===== config.mk =====
export PLATFORM = sky130hd
export DESIGN_NAME = rtc_bcd_core
export DESIGN_NICKNAME = d
export VERILOG_FILES = /design/src/rtl/rtc_pkg.sv /design/src/rtl/rtc_prescaler.sv /design/src/rtl/rtc_mod_field.sv /design/src/rtl/rtc_hour_field.sv /design/src/rtl/rtc_calendar.sv /design/src/rtl/rtc_bcd_core.sv
export SDC_FILE = /design/constraint.sdc
export NUM_CORES = 1
export LEC_CHECK = 0
export ABC_CLOCK_PERIOD_IN_PS = 3350
export BUFFER_PORTS_ARGS = -buffer_cell sky130_fd_sc_hd__buf_2
export CAP_MARGIN = 10
export CELL_PAD_IN_SITES_DETAIL_PLACEMENT = 1
export CELL_PAD_IN_SITES_GLOBAL_PLACEMENT = 2
export CORE_MARGIN = 4
export CORE_UTILIZATION = 30
export DETAILED_ROUTE_END_ITERATION = 7
export PLACE_DENSITY_LB_ADDON = 0.1
export SKIP_LAST_GASP = 1
export SYNTH_ARGS = -nofsm -noshare
export SYNTH_HDL_FRONTEND = slang
export SYNTH_SLANG_ARGS = --single-unit

===== constraint.sdc =====
create_clock -name clk_i -period 3.35 [get_ports clk_i]
set_input_delay 0.67 -clock clk_i [delete_from_list [all_inputs] [get_ports clk_i]]
set_output_delay 0.67 -clock clk_i [all_outputs]
set_load 0.05 [all_outputs]

===== src/rtl/rtc_pkg.sv =====
package rtc_pkg;
  localparam int REG_W  = 8;
  localparam int NUM_REGS = 8;
  localparam int SNAP_W = REG_W * NUM_REGS;

  function automatic logic [7:0] bcd_inc(input logic [7:0] v);
    if (v[3:0] == 4'd9) return {v[7:4] + 4'd1, 4'd0};
    return {v[7:4], v[3:0] + 4'd1};
  endfunction

  function automatic logic [6:0] bcd2bin(input logic [7:0] v);
    return {3'b0, v[7:4]} * 7'd10 + {3'b0, v[3:0]};
  endfunction

  // last valid date of a month, in BCD
  function automatic logic [7:0] month_last(input logic [7:0] mon, input logic [7:0] yr);
    logic [6:0] yb;
    yb = bcd2bin(yr);
    case (mon)
      8'h02: return (yb[1:0] == 2'b00) ? 8'h29 : 8'h28;
      8'h04, 8'h06, 8'h09, 8'h11: return 8'h30;
      default: return 8'h31;
    endcase
  endfunction
endpackage


===== src/rtl/rtc_prescaler.sv =====
module rtc_prescaler #(
  parameter int DIV = 1
) (
  input  logic clk_i,
  input  logic rst_ni,
  input  logic clr_i,
  input  logic tick_i,
  input  logic en_i,
  output logic step_o
);
  localparam int CW = (DIV > 1) ? $clog2(DIV) : 1;
  localparam logic [CW-1:0] LAST = CW'(DIV - 1);

  logic [CW-1:0] cnt_q;

  assign step_o = en_i & tick_i & (cnt_q == LAST);

  always_ff @(posedge clk_i or negedge rst_ni) begin
    if (!rst_ni)                cnt_q <= '0;
    else if (clr_i)             cnt_q <= '0;
    else if (en_i && tick_i)    cnt_q <= (cnt_q == LAST) ? '0 : cnt_q + CW'(1);
  end
endmodule


===== src/rtl/rtc_mod_field.sv =====
module rtc_mod_field
  import rtc_pkg::*;
#(
  parameter int MAXV = 59
) (
  input  logic [7:0] val_i,
  input  logic       inc_i,
  output logic [7:0] val_o,
  output logic       carry_o
);
  localparam logic [7:0] MAX_BCD = 8'((MAXV / 10) * 16 + MAXV % 10);

  assign carry_o = inc_i & (val_i == MAX_BCD);

  always_comb begin
    val_o = val_i;
    if (inc_i) val_o = (val_i == MAX_BCD) ? 8'h00 : bcd_inc(val_i);
  end
endmodule


===== src/rtl/rtc_hour_field.sv =====
module rtc_hour_field (
  input  logic [7:0] hr_i,
  input  logic       inc_i,
  output logic [7:0] hr_o,
  output logic       carry_o
);
  logic mode12;
  assign mode12 = hr_i[7];

  always_comb begin
    hr_o    = hr_i;
    carry_o = 1'b0;
    if (inc_i) begin
      if (mode12) begin
        if (hr_i[4:0] == 5'h11) begin
          hr_o[4:0] = 5'h12;
          hr_o[5]   = ~hr_i[5];
          carry_o   = hr_i[5];        // 11 PM -> 12 AM starts a new day
        end else if (hr_i[4:0] == 5'h12) begin
          hr_o[4:0] = 5'h01;
        end else if (hr_i[3:0] == 4'd9) begin
          hr_o[4:0] = 5'h10;
        end else begin
          hr_o[3:0] = hr_i[3:0] + 4'd1;
        end
      end else begin
        if (hr_i[5:0] == 6'h23) begin
          hr_o[5:0] = 6'h00;
          carry_o   = 1'b1;
        end else if (hr_i[3:0] == 4'd9) begin
          hr_o[5:0] = {hr_i[5:4] + 2'd1, 4'd0};
        end else begin
          hr_o[3:0] = hr_i[3:0] + 4'd1;
        end
      end
    end
  end
endmodule


===== src/rtl/rtc_calendar.sv =====
module rtc_calendar
  import rtc_pkg::*;
(
  input  logic [7:0] day_i,
  input  logic [7:0] date_i,
  input  logic [7:0] mon_i,
  input  logic [7:0] yr_i,
  input  logic       inc_i,
  output logic [7:0] day_o,
  output logic [7:0] date_o,
  output logic [7:0] mon_o,
  output logic [7:0] yr_o
);
  logic [7:0] last_date;
  logic       date_wrap, mon_wrap;

  assign last_date = month_last(mon_i, yr_i);
  assign date_wrap = inc_i & (date_i == last_date);
  assign mon_wrap  = date_wrap & (mon_i == 8'h12);

  always_comb begin
    day_o  = day_i;
    date_o = date_i;
    mon_o  = mon_i;
    yr_o   = yr_i;
    if (inc_i) begin
      day_o[2:0] = (day_i[2:0] == 3'd7) ? 3'd1 : day_i[2:0] + 3'd1;
      date_o     = date_wrap ? 8'h01 : bcd_inc(date_i);
    end
    if (date_wrap) mon_o = mon_wrap ? 8'h01 : bcd_inc(mon_i);
    if (mon_wrap)  yr_o  = (yr_i == 8'h99) ? 8'h00 : bcd_inc(yr_i);
  end
endmodule


===== src/rtl/rtc_bcd_core.sv =====
module rtc_bcd_core
  import rtc_pkg::*;
#(
  parameter int TICKS_PER_CS = 1
) (
  input  logic              clk_i,
  input  logic              rst_ni,
  input  logic              tick_i,
  input  logic              load_i,
  input  logic [SNAP_W-1:0] load_data_i,
  input  logic              ext_abort_ni,
  output logic [SNAP_W-1:0] rd_data_o,
  output logic              abort_o
);
  localparam int NUM_LOW = 3;           // hundredths, seconds, minutes
  localparam int HR  = 3;
  localparam int DAY = 4;
  localparam int DT  = 5;
  localparam int MON = 6;
  localparam int YR  = 7;
  localparam int HALT_BIT = DAY * REG_W + 5;
  localparam int MASK_BIT = DAY * REG_W + 4;
  localparam logic [SNAP_W-1:0] RST_VAL = 64'h00_01_01_31_00_00_00_00;

  logic [SNAP_W-1:0] tm_q, tm_d;
  logic [NUM_LOW:0]  cy;
  logic              step, day_cy;

  rtc_prescaler #(.DIV(TICKS_PER_CS)) u_pre (
    .clk_i  (clk_i),
    .rst_ni (rst_ni),
    .clr_i  (load_i),
    .tick_i (tick_i),
    .en_i   (~tm_q[HALT_BIT]),
    .step_o (step)
  );

  assign cy[0] = step;

  for (genvar g = 0; g < NUM_LOW; g++) begin : g_low
    rtc_mod_field #(.MAXV((g == 0) ? 99 : 59)) u_fld (
      .val_i   (tm_q[g*REG_W +: REG_W]),
      .inc_i   (cy[g]),
      .val_o   (tm_d[g*REG_W +: REG_W]),
      .carry_o (cy[g+1])
    );
  end

  rtc_hour_field u_hr (
    .hr_i    (tm_q[HR*REG_W +: REG_W]),
    .inc_i   (cy[NUM_LOW]),
    .hr_o    (tm_d[HR*REG_W +: REG_W]),
    .carry_o (day_cy)
  );

  rtc_calendar u_cal (
    .day_i  (tm_q[DAY*REG_W +: REG_W]),
    .date_i (tm_q[DT*REG_W +: REG_W]),
    .mon_i  (tm_q[MON*REG_W +: REG_W]),
    .yr_i   (tm_q[YR*REG_W +: REG_W]),
    .inc_i  (day_cy),
    .day_o  (tm_d[DAY*REG_W +: REG_W]),
    .date_o (tm_d[DT*REG_W +: REG_W]),
    .mon_o  (tm_d[MON*REG_W +: REG_W]),
    .yr_o   (tm_d[YR*REG_W +: REG_W])
  );

  always_ff @(posedge clk_i or negedge rst_ni) begin
    if (!rst_ni)     tm_q <= RST_VAL;
    else if (load_i) tm_q <= load_data_i;
    else if (step)   tm_q <= tm_d;
  end

  assign rd_data_o = tm_q;
  assign abort_o   = ~ext_abort_ni & ~tm_q[MASK_BIT];
endmodule


==> results.py <==
metrics = {
    "outcome": {
        "status": "completed",
    },
    "grt": {
        "grt_max_degree": 65,
        "grt_pass1_vias": 4337,
        "grt_first_pass_wirelength_um": 22600,
        "met2_usage": 0.2914,
        "antenna_found_initial": 0,
        "grt_use_total": 0.1729,
        "top_usage_layer": "met2",
        "grt-ovfl-total": 0,
        "use_met3": 0.03667,
        "use_met1": 0.2170,
    },
    "sta": {
        "finalSetupViolCount": 0,
        "finalHoldViolCount": 0,
        "final-max-slew-violation-count": 0,
        "post-route-min-period_ns": 2.896,
        "hold_slack_ns": 0.4995,
        "fmax_ghz": 0.3454,
        "fin_tns_setup_ns": 0,
        "worst_slack_ns": 0.4545,
        "worstMarginPinSlew_ns": 0.8976,
        "grt_setup_unrepaired": "no",
        "skew_ns": 0.007582,
        "relSlewSlack": 0.4016,
        "post-route-period-util": 0.8643,
    },
    "placed_design": {
        "dp.final_hpwl_um": 10200,
        "port_buffers": 133,
        "gp_congestion": 0.7966,
        "place_ws_ns": 0.4330,
    },
    "die": {
        "chipWidth_um": 128.1,
        "fp.dieArea_mm2": 0.01640,
        "ioPinCount": 134,
        "core_mm2": 0.01399,
        "initial_utilization": 0.3092,
        "die_h_um": 128.1,
        "fp-row-count": 43,
    },
    "synthesis": {
        "ys_ff_latch": 64,
        "ys_types": 77,
        "yosysSeqAreaShare": 0.3717,
        "synth_edf_count": 0,
        "syn_area_per_cell_um2": 8.882,
        "synth_warnings": 0,
        "netlist_instances": 487,
        "netlist_area_mm2": 0.004325,
        "synth-async-reset-ratio": 1.000,
        "synthFlopType": "dfrtp_1",
        "syn_nets": 580,
    },
    "clock_network": {
        "clockRootBuffer": "clkbuf_16",
        "cts_sinks": 64,
        "cts_hold_buf": 0,
        "ctsResizeCount": 0,
        "cts-buffers-inserted": 9,
        "postCtsSetupRepairBufs": 0,
        "clock_path_buffers": 2,
        "clkLatencyLatePin_ns": 0.34,
        "tritoncts": "built",
        "cts-htree-levels": 3,
        "clk_pin_slew_ns": 0.06,
    },
    "detailed_routing": {
        "routed-via-count": 4171,
        "drtAntennaViolNets": 0,
        "wire_per_inst_um": 17.34,
        "firstDrtPassIters": 4,
        "remaining_drc_errors": 0,
        "via_per_inst": 5.220,
        "wl_um": 13850,
        "drt_iter0_drc": 171,
    },
    "finish": {
        "area_growth_syn_to_layout_pct": 26.21,
        "diodes": 0,
        "fill_cells": 1714,
        "fin_util": 0.3903,
        "largest_register_ffs": 64,
        "drive_gt1_frac": 0.3005,
        "final_nets": 707,
    },
    "pwr": {
        "total_leakage_power_nw": 2.533,
        "finalPower_w": 0.002644,
        "irDropWorstVdd_v": 0.0002113,
        "cellPowerDensity_mw_per_mm2": 484.3,
    },
    "critical_path": {
        "crit_family": "simple AND/OR/NAND/NOR gates",
        "startpoint_type": "flip-flop",
        "slowest_delay_ns": 0.53,
        "slowest_stage": "or3b_2",
        "worst_ep_required_time_ns": 3.61,
        "path_buf_inv": 1,
        "critPathArrivalTime_ns": 3.16,
        "critPathMaxFanout": 10,
        "critPathCaptureType": "flip-flop",
        "crit_type": "reg2reg",
        "crit_chain": "inv_1 > ha_1 > or3b_2 > nor4_4 > o41ai_2 > a211o_1 > or4_1 > a31oi_1",
    },
    "run": {
        "drv_cap": 0,
    },
    "hold_path": {
        "min_path_type": "reg2reg",
    },
}
-- Yosys cell counts, types with 4 or more instances --
library cell  instances  area (um2)
a211o_1               4       35.03
a211oi_1              6       45.04
a21oi_1              25       125.1
a31oi_1               9       56.30
a32oi_1               4       35.03
and2_1                5       31.28
and3b_1               6       52.55
clkbuf_1             18       67.56
dfrtp_1              59        1476
dfstp_2               5       131.4
ha_1                 24       300.3
inv_1                25       93.84
mux2_2               10       112.6
mux2i_1              11       110.1
nand2_1              50       187.7
nand2b_1              5       31.28
nand3_1              13       65.06
nand3b_1              4       30.03
nand4_1               5       31.28
nor2_1               37       138.9
nor2b_1               8       50.05
nor3_1               14       70.07
nor3b_1               6       45.04
o21ai_0              47       235.2
o31ai_1               6       45.04
or3_1                 4       25.02
xor2_1                5       43.79
-- per-layer routing --
layer,wire length [um],vias to the layer above
met5,0,-
met4,250,0
met2,6778,96
met1,6085,2029
li1,-,2033
met3,737,13
-- stage by stage --
stage / std cells / cell area, um2
after floorplan: 487 / 4325
after global placement: 783 / 5159
after detailed placement: 783 / 5159
after CTS: 799 / 5459
after global routing: 799 / 5459
final: 799 / 5459
-- cell type report --
class | instances | area [um2] | share of cell area
multi-input cells | 372 | 2496 | 0.4573
flip-flops and latches | 64 | 1608 | 0.2945
repair buffers | 142 | 735.7 | 0.1348
clock buffers | 13 | 260.3 | 0.04767
well taps | 180 | 225.2 | 0.04126
inverters | 25 | 93.84 | 0.01719
clock inverters | 3 | 40.04 | 0.007334
-- power breakdown --
group	switching (W)	total (W)	internal, W	leakage [nW]
Sequential	0.000113	0.000964	0.000851	0.757
Combinational	0.000487	0.000699	0.000212	1.63
Clock	0.000366	0.000981	0.000615	0.150
Total	0.000965	0.00264	0.00168	2.53
-- path summary, 6_finish.rpt --
| path | start | endpoint | slack, ns | depth (start not counted) |
|---|---|---|---|---|
| max | rd_data_o[52] | rd_data_o[63] | 0.45 | 8 |
| min | rd_data_o[30] | rd_data_o[30] | 0.50 | 1 |
| max reg2reg | rd_data_o[52] | rd_data_o[63] | 0.45 | 8 |
| min reg2reg | rd_data_o[30] | rd_data_o[30] | 0.50 | 1 |
| max in group asynchronous | rst_ni | rd_data_o[4] | 2.22 | 2 |
| min in group asynchronous | rst_ni | rd_data_o[44] | 0.54 | 2 |
-- kinds of logic (layout without fill, tap and decap cells) --
kind of cell             after synthesis  count (layout)  synth area share
buffers and inverters                 51             183           0.05120
adder cells (fa/ha/maj)               24              24           0.06942
AO/OA/AOI/OAI                        140             140            0.2178
flip-flops                            64              64            0.3717
AND/OR/NAND/NOR                      181             181            0.2262
XOR/XNOR                               6               6           0.01215
multiplexers                          21              21           0.05149
-- layout by cell type (no fill, tap or decap), drive strengths merged, types with 6 or more instances in the layout --
cell type,synthesis,layout
buf,7,142
dfrtp,59,59
nand2,50,50
o21ai,47,47
nor2,37,37
inv,25,25
a21oi,25,25
ha,24,24
nor3,14,14
nand3,13,13
clkbuf,18,13
mux2i,11,11
mux2,10,10
a31oi,9,9
nor2b,8,8
or3,7,7
and3b,6,6
nor3b,6,6
a211oi,6,6
o31ai,6,6
Power figures use the tool's default switching activity.
